===== config.mk =====
export PLATFORM = sky130hd
export DESIGN_NAME = pi_pwm_leg
export DESIGN_NICKNAME = d
export VERILOG_FILES = /design/src/rtl/pi_pwm_pkg.sv /design/src/rtl/pi_incr_law.sv /design/src/rtl/pi_tri_carrier.sv /design/src/rtl/pi_dead_band.sv /design/src/rtl/pi_pwm_leg.sv
export SDC_FILE = /design/constraint.sdc
export NUM_CORES = 1
export LEC_CHECK = 0
export ABC_AREA = 0
export ABC_CLOCK_PERIOD_IN_PS = 24500
export CAP_MARGIN = 10
export CORE_UTILIZATION = 54
export CTS_BUF_LIST = sky130_fd_sc_hd__clkbuf_4 sky130_fd_sc_hd__clkbuf_8 sky130_fd_sc_hd__clkbuf_16
export CTS_CLUSTER_DIAMETER = 80
export CTS_CLUSTER_SIZE = 25
export DETAILED_ROUTE_END_ITERATION = 16
export DONT_BUFFER_PORTS = 1
export PLACE_DENSITY = 0.8
export SYNTH_ARGS = -nofsm -noshare
export SYNTH_HDL_FRONTEND = slang
export SYNTH_SLANG_ARGS = --single-unit

===== constraint.sdc =====
create_clock -name clk -period 24.5 [get_ports clk]
set_input_delay 2.45 -clock clk [delete_from_list [all_inputs] [get_ports clk]]
set_output_delay 2.45 -clock clk [all_outputs]
set_load 0.05 [all_outputs]

===== src/rtl/pi_pwm_pkg.sv =====
package pi_pwm_pkg;

  typedef enum logic {
    CAR_UP   = 1'b0,
    CAR_DOWN = 1'b1
  } car_dir_e;

  // one full-scale unit of a signed word iw bits wide
  function automatic int full_scale(input int iw);
    return 1 << (iw - 1);
  endfunction

endpackage


===== src/rtl/pi_incr_law.sv =====
module pi_incr_law
  import pi_pwm_pkg::*;
#(
  parameter int IW   = 16,
  parameter int CW   = 16,
  parameter int FRAC = 15,
  parameter int KA   = 999,
  parameter int KB   = 967
) (
  input  logic                 clk,
  input  logic                 rst_n,
  input  logic                 take,
  input  logic signed [IW-1:0] ref_i,
  input  logic signed [IW-1:0] meas_i,
  output logic                 busy,
  output logic signed [IW:0]   uc,
  output logic                 sat
);

  localparam int EW = IW + 1;
  localparam int AW = EW + CW + 3;
  localparam int FS = full_scale(IW);
  localparam logic signed [AW-1:0] RAIL_HI = AW'(FS);
  localparam logic signed [AW-1:0] RAIL_LO = -RAIL_HI;
  localparam logic signed [CW-1:0] KA_C = CW'(KA);
  localparam logic signed [CW-1:0] KB_C = CW'(KB);

  logic signed [EW-1:0] e_cur, e_prev;
  logic signed [AW-1:0] prod_a, prod_b, acc, raw;
  logic signed [EW-1:0] uc_nxt;
  logic                 clip;

  // full-precision sum of both products, rescaled once (floor)
  always_comb begin
    prod_a = AW'(e_cur) * AW'(KA_C);
    prod_b = AW'(e_prev) * AW'(KB_C);
    acc    = (AW'(uc) <<< FRAC) + prod_a - prod_b;
    raw    = acc >>> FRAC;
    if (raw > RAIL_HI) begin
      uc_nxt = EW'(RAIL_HI);
      clip   = 1'b1;
    end else if (raw < RAIL_LO) begin
      uc_nxt = EW'(RAIL_LO);
      clip   = 1'b1;
    end else begin
      uc_nxt = EW'(raw);
      clip   = 1'b0;
    end
  end

  always_ff @(posedge clk or negedge rst_n) begin
    if (!rst_n) begin
      busy   <= 1'b0;
      e_cur  <= '0;
      e_prev <= '0;
      uc     <= '0;
      sat    <= 1'b0;
    end else if (take) begin
      e_cur <= EW'(ref_i) - EW'(meas_i);
      busy  <= 1'b1;
    end else if (busy) begin
      uc     <= uc_nxt;   // clamped value kept: no windup
      sat    <= clip;
      e_prev <= e_cur;
      busy   <= 1'b0;
    end
  end

  p_uc_range_r4: assert property (@(posedge clk) disable iff (!rst_n)
    (uc <= EW'(FS)) && (uc >= -EW'(FS)));
  p_sat_rail_r4: assert property (@(posedge clk) disable iff (!rst_n)
    sat |-> ((uc == EW'(FS)) || (uc == -EW'(FS))));
  p_uc_moves_after_busy_r3: assert property (@(posedge clk) disable iff (!rst_n)
    !$stable(uc) |-> $past(busy));
  p_busy_single_r2: assert property (@(posedge clk) disable iff (!rst_n)
    busy |=> !busy);

endmodule


===== src/rtl/pi_tri_carrier.sv =====
module pi_tri_carrier
  import pi_pwm_pkg::*;
#(
  parameter int IW   = 16,
  parameter int CMAX = 1000
) (
  input  logic               clk,
  input  logic               rst_n,
  input  logic signed [IW:0] uc,
  output logic               sw_pos
);

  localparam int CNTW = $clog2(CMAX + 1);
  localparam int PW   = IW + 1 + CNTW + 1;
  localparam int FS   = full_scale(IW);

  car_dir_e        dir;
  logic [CNTW-1:0] cnt, lvl, lvl_nxt;
  logic [IW:0]     off;
  logic [PW-1:0]   prod;
  logic            valley;

  // map -FS..+FS onto 0..CMAX
  always_comb begin
    off     = unsigned'(uc) + (IW+1)'(FS);
    prod    = PW'(off) * PW'(CMAX);
    lvl_nxt = CNTW'(prod >> IW);
  end

  assign valley = (dir == CAR_DOWN) && (cnt == '0);
  assign sw_pos = (cnt < lvl);

  always_ff @(posedge clk or negedge rst_n) begin
    if (!rst_n) begin
      cnt <= '0;
      dir <= CAR_UP;
      lvl <= CNTW'(CMAX / 2);
    end else begin
      if (valley) lvl <= lvl_nxt;
      if (dir == CAR_UP) begin
        if (cnt == CNTW'(CMAX - 1)) dir <= CAR_DOWN;
        else                        cnt <= cnt + 1'b1;
      end else begin
        if (cnt == '0) dir <= CAR_UP;
        else           cnt <= cnt - 1'b1;
      end
    end
  end

  p_step_r6: assert property (@(posedge clk) disable iff (!rst_n)
    (cnt == $past(cnt)) || (cnt == $past(cnt) + 1'b1) || ($past(cnt) == cnt + 1'b1));
  p_range_r6: assert property (@(posedge clk) disable iff (!rst_n)
    cnt <= CNTW'(CMAX - 1));
  p_lvl_at_valley_r7: assert property (@(posedge clk) disable iff (!rst_n)
    !$stable(lvl) |-> $past(valley));
  p_full_level_r8: assert property (@(posedge clk) disable iff (!rst_n)
    (lvl == CNTW'(CMAX)) |-> sw_pos);

endmodule


===== src/rtl/pi_dead_band.sv =====
module pi_dead_band #(
  parameter int DEAD = 20
) (
  input  logic clk,
  input  logic rst_n,
  input  logic run,
  input  logic sw_pos,
  output logic gate_hi,
  output logic gate_lo
);

  localparam int DW = $clog2(DEAD + 1);

  logic          applied;
  logic [DW-1:0] gap;

  always_ff @(posedge clk or negedge rst_n) begin
    if (!rst_n) begin
      applied <= 1'b0;
      gap     <= DW'(DEAD);
    end else if (sw_pos != applied) begin
      applied <= sw_pos;
      gap     <= DW'(DEAD);
    end else if (gap != '0) begin
      gap <= gap - 1'b1;
    end
  end

  assign gate_hi = run && (gap == '0) && applied;
  assign gate_lo = run && (gap == '0) && !applied;

  p_excl_r9: assert property (@(posedge clk) disable iff (!rst_n)
    !(gate_hi && gate_lo));
  p_hi_gap_r10: assert property (@(posedge clk) disable iff (!rst_n)
    $rose(gate_hi) |-> !$past(gate_lo));
  p_lo_gap_r10: assert property (@(posedge clk) disable iff (!rst_n)
    $rose(gate_lo) |-> !$past(gate_hi));
  p_hi_fall_r10: assert property (@(posedge clk) disable iff (!rst_n)
    $fell(gate_hi) |=> !gate_lo);

endmodule


===== src/rtl/pi_pwm_leg.sv =====
module pi_pwm_leg #(
  parameter int IW   = 16,
  parameter int CW   = 16,
  parameter int FRAC = 15,
  parameter int KA   = 999,
  parameter int KB   = 967,
  parameter int CMAX = 1000,
  parameter int DEAD = 20
) (
  input  logic          clk,
  input  logic          rst_n,
  input  logic          smp_valid,
  output logic          smp_ready,
  input  logic [IW-1:0] i_ref,
  input  logic [IW-1:0] i_meas,
  output logic          sat_flag,
  output logic          gate_hi,
  output logic          gate_lo
);

  logic               busy, run, take, sw_pos;
  logic signed [IW:0] uc;

  assign smp_ready = !busy;
  assign take      = smp_valid && smp_ready;

  always_ff @(posedge clk or negedge rst_n) begin
    if (!rst_n)    run <= 1'b0;
    else if (take) run <= 1'b1;
  end

  pi_incr_law #(.IW(IW), .CW(CW), .FRAC(FRAC), .KA(KA), .KB(KB)) u_law (
    .clk(clk), .rst_n(rst_n), .take(take),
    .ref_i(signed'(i_ref)), .meas_i(signed'(i_meas)),
    .busy(busy), .uc(uc), .sat(sat_flag)
  );

  pi_tri_carrier #(.IW(IW), .CMAX(CMAX)) u_car (
    .clk(clk), .rst_n(rst_n), .uc(uc), .sw_pos(sw_pos)
  );

  pi_dead_band #(.DEAD(DEAD)) u_db (
    .clk(clk), .rst_n(rst_n), .run(run), .sw_pos(sw_pos),
    .gate_hi(gate_hi), .gate_lo(gate_lo)
  );

  p_ready_drop_r2: assert property (@(posedge clk) disable iff (!rst_n)
    (smp_valid && smp_ready) |=> !smp_ready);
  p_ready_back_r2: assert property (@(posedge clk) disable iff (!rst_n)
    !smp_ready |=> smp_ready);
  p_idle_gates_r1: assert property (@(posedge clk) disable iff (!rst_n)
    !run |-> (!gate_hi && !gate_lo && !sat_flag));

endmodule


* Word-level counts from Yosys, hierarchy flattened
Cells that the tools add are included.
** Word-level totals
- Memory bits (writable) :: 0
- Flip-flop bits (word level) :: 81
- Memories :: 0
- Output and inout port bits :: 4
- Input bits :: 35
- Logic and storage cells :: 55
- Bits in latches :: 0
- Memory bits (read-only) :: 0
** Operators by class
- Multiply operators :: 3
- Equal/unequal tests :: 4
- $add $sub $neg :: 7
- Muxes and demuxes :: 13
- Order comparisons :: 3
- Div/mod/pow operators :: 0
- Reductions and logical operators :: 13
- Bitwise operators :: 1
- Shifts and indexed selects :: 0
** Operators with widths (count)
- $mul 17x11->28 const B :: 2
- $mux 17 :: 2
- $sub 33x28->34 :: 1
- $add 32x28->33 :: 1
- $mux 10 :: 3
- $mul 17x7->23 const B :: 1
- $gt 21x17->1 const B :: 1
- $lt 21x16->1 const B :: 1
- $add 17x16->17 const B :: 1
- $sub 16x16->17 :: 1
- $add 10x1->10 const B :: 1
- $eq 10x10->1 const B :: 1
- $logic_not 10->1 :: 1
- $lt 10x10->1 :: 1
- $mux 5 :: 2
- $sub 10x1->10 const B :: 1
- $mux 1 :: 6
- $logic_and 1x1->1 :: 5
- $logic_not 5->1 :: 1
- $reduce_bool 5->1 :: 1
- $sub 5x1->5 const B :: 1
- $reduce_and 2->1 :: 2
- $logic_not 1->1 :: 2
- $ne 2x1->1 const B :: 1
- 4 further kinds :: 4

* Depth between registers and ports, before layout
- Word-level depth :: 6
- Depth in mapped cells :: 28
- Mapped depth without buffers :: 27

* By module
Synthesis repeated with hierarchy kept, for this count alone.
** Unflattened totals
- Cells, all modules :: 1940
- Area, all modules :: 18292.5 µm²
** By module, submodules not included
- pi_incr_law :: cells an instance 1473, seq. area each 1326.3 µm², times used 1, area an instance 13920.9 µm²
- pi_tri_carrier :: cells an instance 432, seq. area each 533.0 µm², times used 1, area an instance 4022.6 µm²
- pi_dead_band :: cells an instance 31, seq. area each 152.6 µm², times used 1, area an instance 307.8 µm²
- pi_pwm_leg :: cells an instance 4, seq. area each 25.0 µm², times used 1, area an instance 41.3 µm²

* Worst setup path after synthesis
Ideal clock, no wire load.
- Path kind :: flip-flop to flip-flop
- Start point :: reg u_law.e_prev[16]
- End point :: reg u_law.uc[2]
- Data arrival time :: 7.702 ns
- Buffers on the path :: 2
- Cell stages (with the launch flop) :: 29
- Required time :: 24.406 ns
- Path slack :: 16.704 ns
- Library setup time :: 0.094 ns
- Clock period less this slack :: 7.796 ns
- Cells stage by stage :: dfrtp_1 -> clkbuf_1 -> inv_1 -> fa_1 -> inv_1 -> ha_1 -> inv_1 -> fa_1 -> inv_1 -> fa_1 -> inv_1 -> fa_1 -> fa_1 -> inv_1 -> fa_1 -> inv_1 -> ha_1 -> a21o_1 -> a21oi_1 -> nand2_1 -> a211o_1 -> a21oi_1 -> xnor2_1 -> nor4b_2 -> and4_1 -> nand4_1 -> o311a_1 -> buf_6 -> a211oi_1
** On the way
- Word-level cells in the longest chain between the ends :: 5
- Elaborated cells on any way between the ends :: 6
- Classes of those cells :: add/sub (1); mul (1); order compare (2); mux (2)
** RTL lines
- from (decl) :: RTL line pi_incr_law.sv:28 : logic signed [EW-1:0] e_cur, e_prev;
- from (signal assigned) :: RTL line pi_incr_law.sv:64 : e_prev <= e_cur;
- $mul 17x11->28 (*) :: RTL line pi_incr_law.sv:36 : prod_b = AW'(e_prev) * AW'(KB_C);
- $sub 33x28->34 (*) :: RTL line pi_incr_law.sv:37 : acc = (AW'(uc) <<< FRAC) + prod_a - prod_b;
- $lt 21x16->1 :: RTL line pi_incr_law.sv:42 : end else if (raw < RAIL_LO) begin
- $mux 17 :: RTL line pi_incr_law.sv:42
- $mux 17 (*) :: RTL line pi_incr_law.sv:39 : if (raw > RAIL_HI) begin
- to (signal assigned) :: RTL line pi_incr_law.sv:62 : uc <= uc_nxt;
- to (decl) :: RTL line pi_incr_law.sv:16 : output logic signed [IW:0] uc,
Mark *: on every way between the ends. The rest lies on a longest branch, timed or not.
A chain may end at the register's enable or synchronous reset.

* Worst setup path after layout
- Start point :: reg u_law.e_cur[16]
- End point :: reg u_law.uc[2]
** On the way
- Word-level cells in the longest chain between the ends :: 6
- Elaborated cells on any way between the ends :: 7
- Classes of those cells :: add/sub (2); mul (1); order compare (2); mux (2)
** RTL lines
- from (decl) :: RTL line pi_incr_law.sv:28
- from (signal assigned) :: RTL line pi_incr_law.sv:59 : e_cur <= EW'(ref_i) - EW'(meas_i);
- $mul 17x11->28 (*) :: RTL line pi_incr_law.sv:35 : prod_a = AW'(e_cur) * AW'(KA_C);
- $add 32x28->33 (*) :: RTL line pi_incr_law.sv:37
- $sub 33x28->34 (*) :: RTL line pi_incr_law.sv:37
- $lt 21x16->1 :: RTL line pi_incr_law.sv:42
- $mux 17 :: RTL line pi_incr_law.sv:42
- $mux 17 (*) :: RTL line pi_incr_law.sv:39
Marks and branches as above.

==> reports/metrics.cfg <==
[global_route]
first_global_vias=13350
grt_overflow=0
grt_max_degree=82
grt.busiest_layer=met2
grt_use_total=0.2486
antenna_found_initial=0
met3_usage=0.03389
grtUsageMet2=0.4532
use_met1=0.2907
grt_pass1_wl_um=64370

[timing]
max_freq_mhz=128.0
timing.hold.ws_ns=0.4813
post-route-min-period_ns=7.811
worst_pin_slew_ns=1.088
finalHoldViolCount=0
fin_setup_tns_ns=0
fin_skew_ns=0.01079
fin_crit_sh=0.3188
relSlewSlack=0.2643
final-setup-viol-count=0
drv_slew=0
rsz0062_at_grt=false

[critical_path]
critical_path_required_ns=24.72
setup.worst_path.start_class=flip-flop
r2r_start=u_law.e_cur[16]
startpoint=u_law.e_cur[16]
critical_path_class=flip-flop to flip-flop
reg2reg_depth=24
crit_fanout=14
end_kind=flip-flop
worstPathArrival_ns=8.03

[drt]
ant_nets=0
vias_per_cell=5.402
drt_iter0_markers=736
wl_um=37930
drc_errors=0
num_vias=12110
first_pass_iters=5
wire_per_inst_um=16.93

[synthesis]
synth_commonest_cells=593 x inv_1, 314 x fa_1, 283 x ha_1, 95 x nand2_1, 73 x dfrtp_1
synth_nets=2465
synth_cell_types=64
synth_edf_count=0
syn_avg_cell_area_um2=9.542
synth_cells=1833
synth_largest_area_cell=fa_1
syn_area_um2=17490
seq_area_frac_synth=0.1165
async_flop_share=1.000
synthTopCellsByArea=fa_1 36%, ha_1 20%, inv_1 13%
synth.top_cell.area_share=0.3594
yosysMostFrequentCell=inv_1
ys.flop_type=dfrtp_1
synth_warnings=0
synth-seq-cells=81

[clock_network]
cts_buffer_depth=2
numCtsBuffers=9
clock_latency_ns=0.37
tritoncts=done
cts_sinks=81
clk_pin_slew_worst_paths_ns=0.08
cts.repair.resized=0
htree_levels=3
clock-root-buffer=clkbuf_16
cts_setup_buffers=0
ctsHoldBuffers=0

[cells_and_area]
nets=2466
area_growth_syn_to_layout_pct=4.621
fillers=2610
utilization=0.5769
num_antenna_cells=0
layout-drive-gt1-share=0.02610

[min_path]
holdCritStartpoint=u_car.lvl[2]
hold_path_depth=2
hp-class=flip-flop to flip-flop

[die]
die_area_um2=33110
initial_utilization=0.5514
rows=65
ios=39
chipWidth_um=182.0
core_area_um2=31720
die_h_um=182.0

[place]
portBuffers=0
post-dp-hpwl_um=32630
place_congestion=0.9707

[outcome]
status=finished clean

[job]
drv_cap=0

-- path summary, 6_finish.rpt --
check / endpoint / slack (ns)
min in group asynchronous: u_law.e_prev[0] / 1.77
hold / removal: u_car.lvl[2] / 0.48
setup reg to reg: u_law.uc[2] / 16.69
hold reg to reg: u_car.lvl[2] / 0.48
max in group asynchronous: u_car.lvl[2] / 22.45
setup / recovery: u_law.uc[2] / 16.69
-- per-stage QoR --
stage | instances | cell area [µm²] | setup slack [ns]
floorplan | 1833 | 17490 | 16.70
global placement | 2225 | 17970 | 16.92
detailed placement | 2225 | 17970 | 16.75
CTS | 2241 | 18300 | 16.72
global route | 2241 | 18300 | 16.19
finish | 2241 | 18300 | 16.69
-- cell type report --
class,count,area [µm²],share of cell area
Clock buffer,9,225.2,0.01231
Clock inverter,7,106.4,0.005812
Inverter,593,2226,0.1216
Multi-Input combinational cell,1144,13160,0.7194
Sequential cell,81,2037,0.1113
Tap cell,402,503.0,0.02749
Timing Repair Buffer,5,37.54,0.002051
-- worst max-delay path, stage by stage (launching register included) --
cell	delay [ns]
dfrtp_1	0.38
inv_1	0.56
ha_1	0.40
xnor2_1	0.31
fa_1	0.45
inv_1	0.08
fa_1	0.43
fa_1	0.53
fa_1	0.44
fa_1	0.49
inv_1	0.06
fa_1	0.49
inv_1	0.05
ha_1	0.34
or2_1	0.28
a21o_1	0.21
a31o_1	0.23
or2_1	0.25
o2111a_1	0.25
a211oi_2	0.27
or2_1	0.15
a31o_2	0.12
nor3b_4	0.29
o311a_1	0.51
a211oi_1	0.10
-- layer usage --
| layer | wire [µm] | vias up | share of wire |
|---|---|---|---|
| met2 | 20100 | 324 | 0.53 |
| met1 | 14670 | 6129 | 0.39 |
| met3 | 1547 | 89 | 0.041 |
| li1 | - | 5563 | - |
| met4 | 1609 | 0 | 0.042 |
| met5 | 0 | - | 0 |
-- logic make-up (layout without fill, tap and decap cells) --
logic type               after synthesis  count (layout)  share of synthesized area
AND/OR/NAND/NOR                      247             247                    0.06767
multiplexers                          12              12                   0.007082
buffers and inverters                608             614                     0.1309
XOR/XNOR                              67              67                    0.03355
adder cells (fa/ha/maj)              597             597                     0.5618
flip-flops                            81              81                     0.1165
AO/OA/AOI/OAI                        221             221                    0.08248
-- placed cells by master, fill, tap and decap left out, types with 4 or more instances in the layout --
master and count:
nand2b_1 5, inv_1 593, o31ai_1 13, o21ai_0 62, a21o_1 30, nand2_1 95, o21a_1 7, dfstp_2 8
nor2_1 56, nor2b_1 11, and3_1 8, nand4_1 7, nor4_1 6, buf_4 5, xor2_1 25, fa_1 314
a21oi_1 46, or2_2 4, xnor2_1 42, dfrtp_1 73, and2_1 5, clkbuf_16 9, o22ai_1 4, nand3_1 14
nor3_1 11, or3_1 6, ha_1 283, a211oi_1 8, or2_1 4, a211oi_2 4, o211ai_1 6, mux2i_1 9
o21bai_1 11
-- sequential cells by signal, summed over array words and instances (netlist names) --
signal / flops
u_law.e_cur: 17
u_db.gap: 5
u_db.applied: 1
u_car.dir: 1
u_car.cnt: 10
u_law.e_prev: 17
u_car.lvl: 10
u_law.sat: 1
u_law.busy: 1
u_law.uc: 17
run: 1
Power is not shown: default switching activity piles up to over one toggle a cycle in this logic, so the estimate is an artifact.
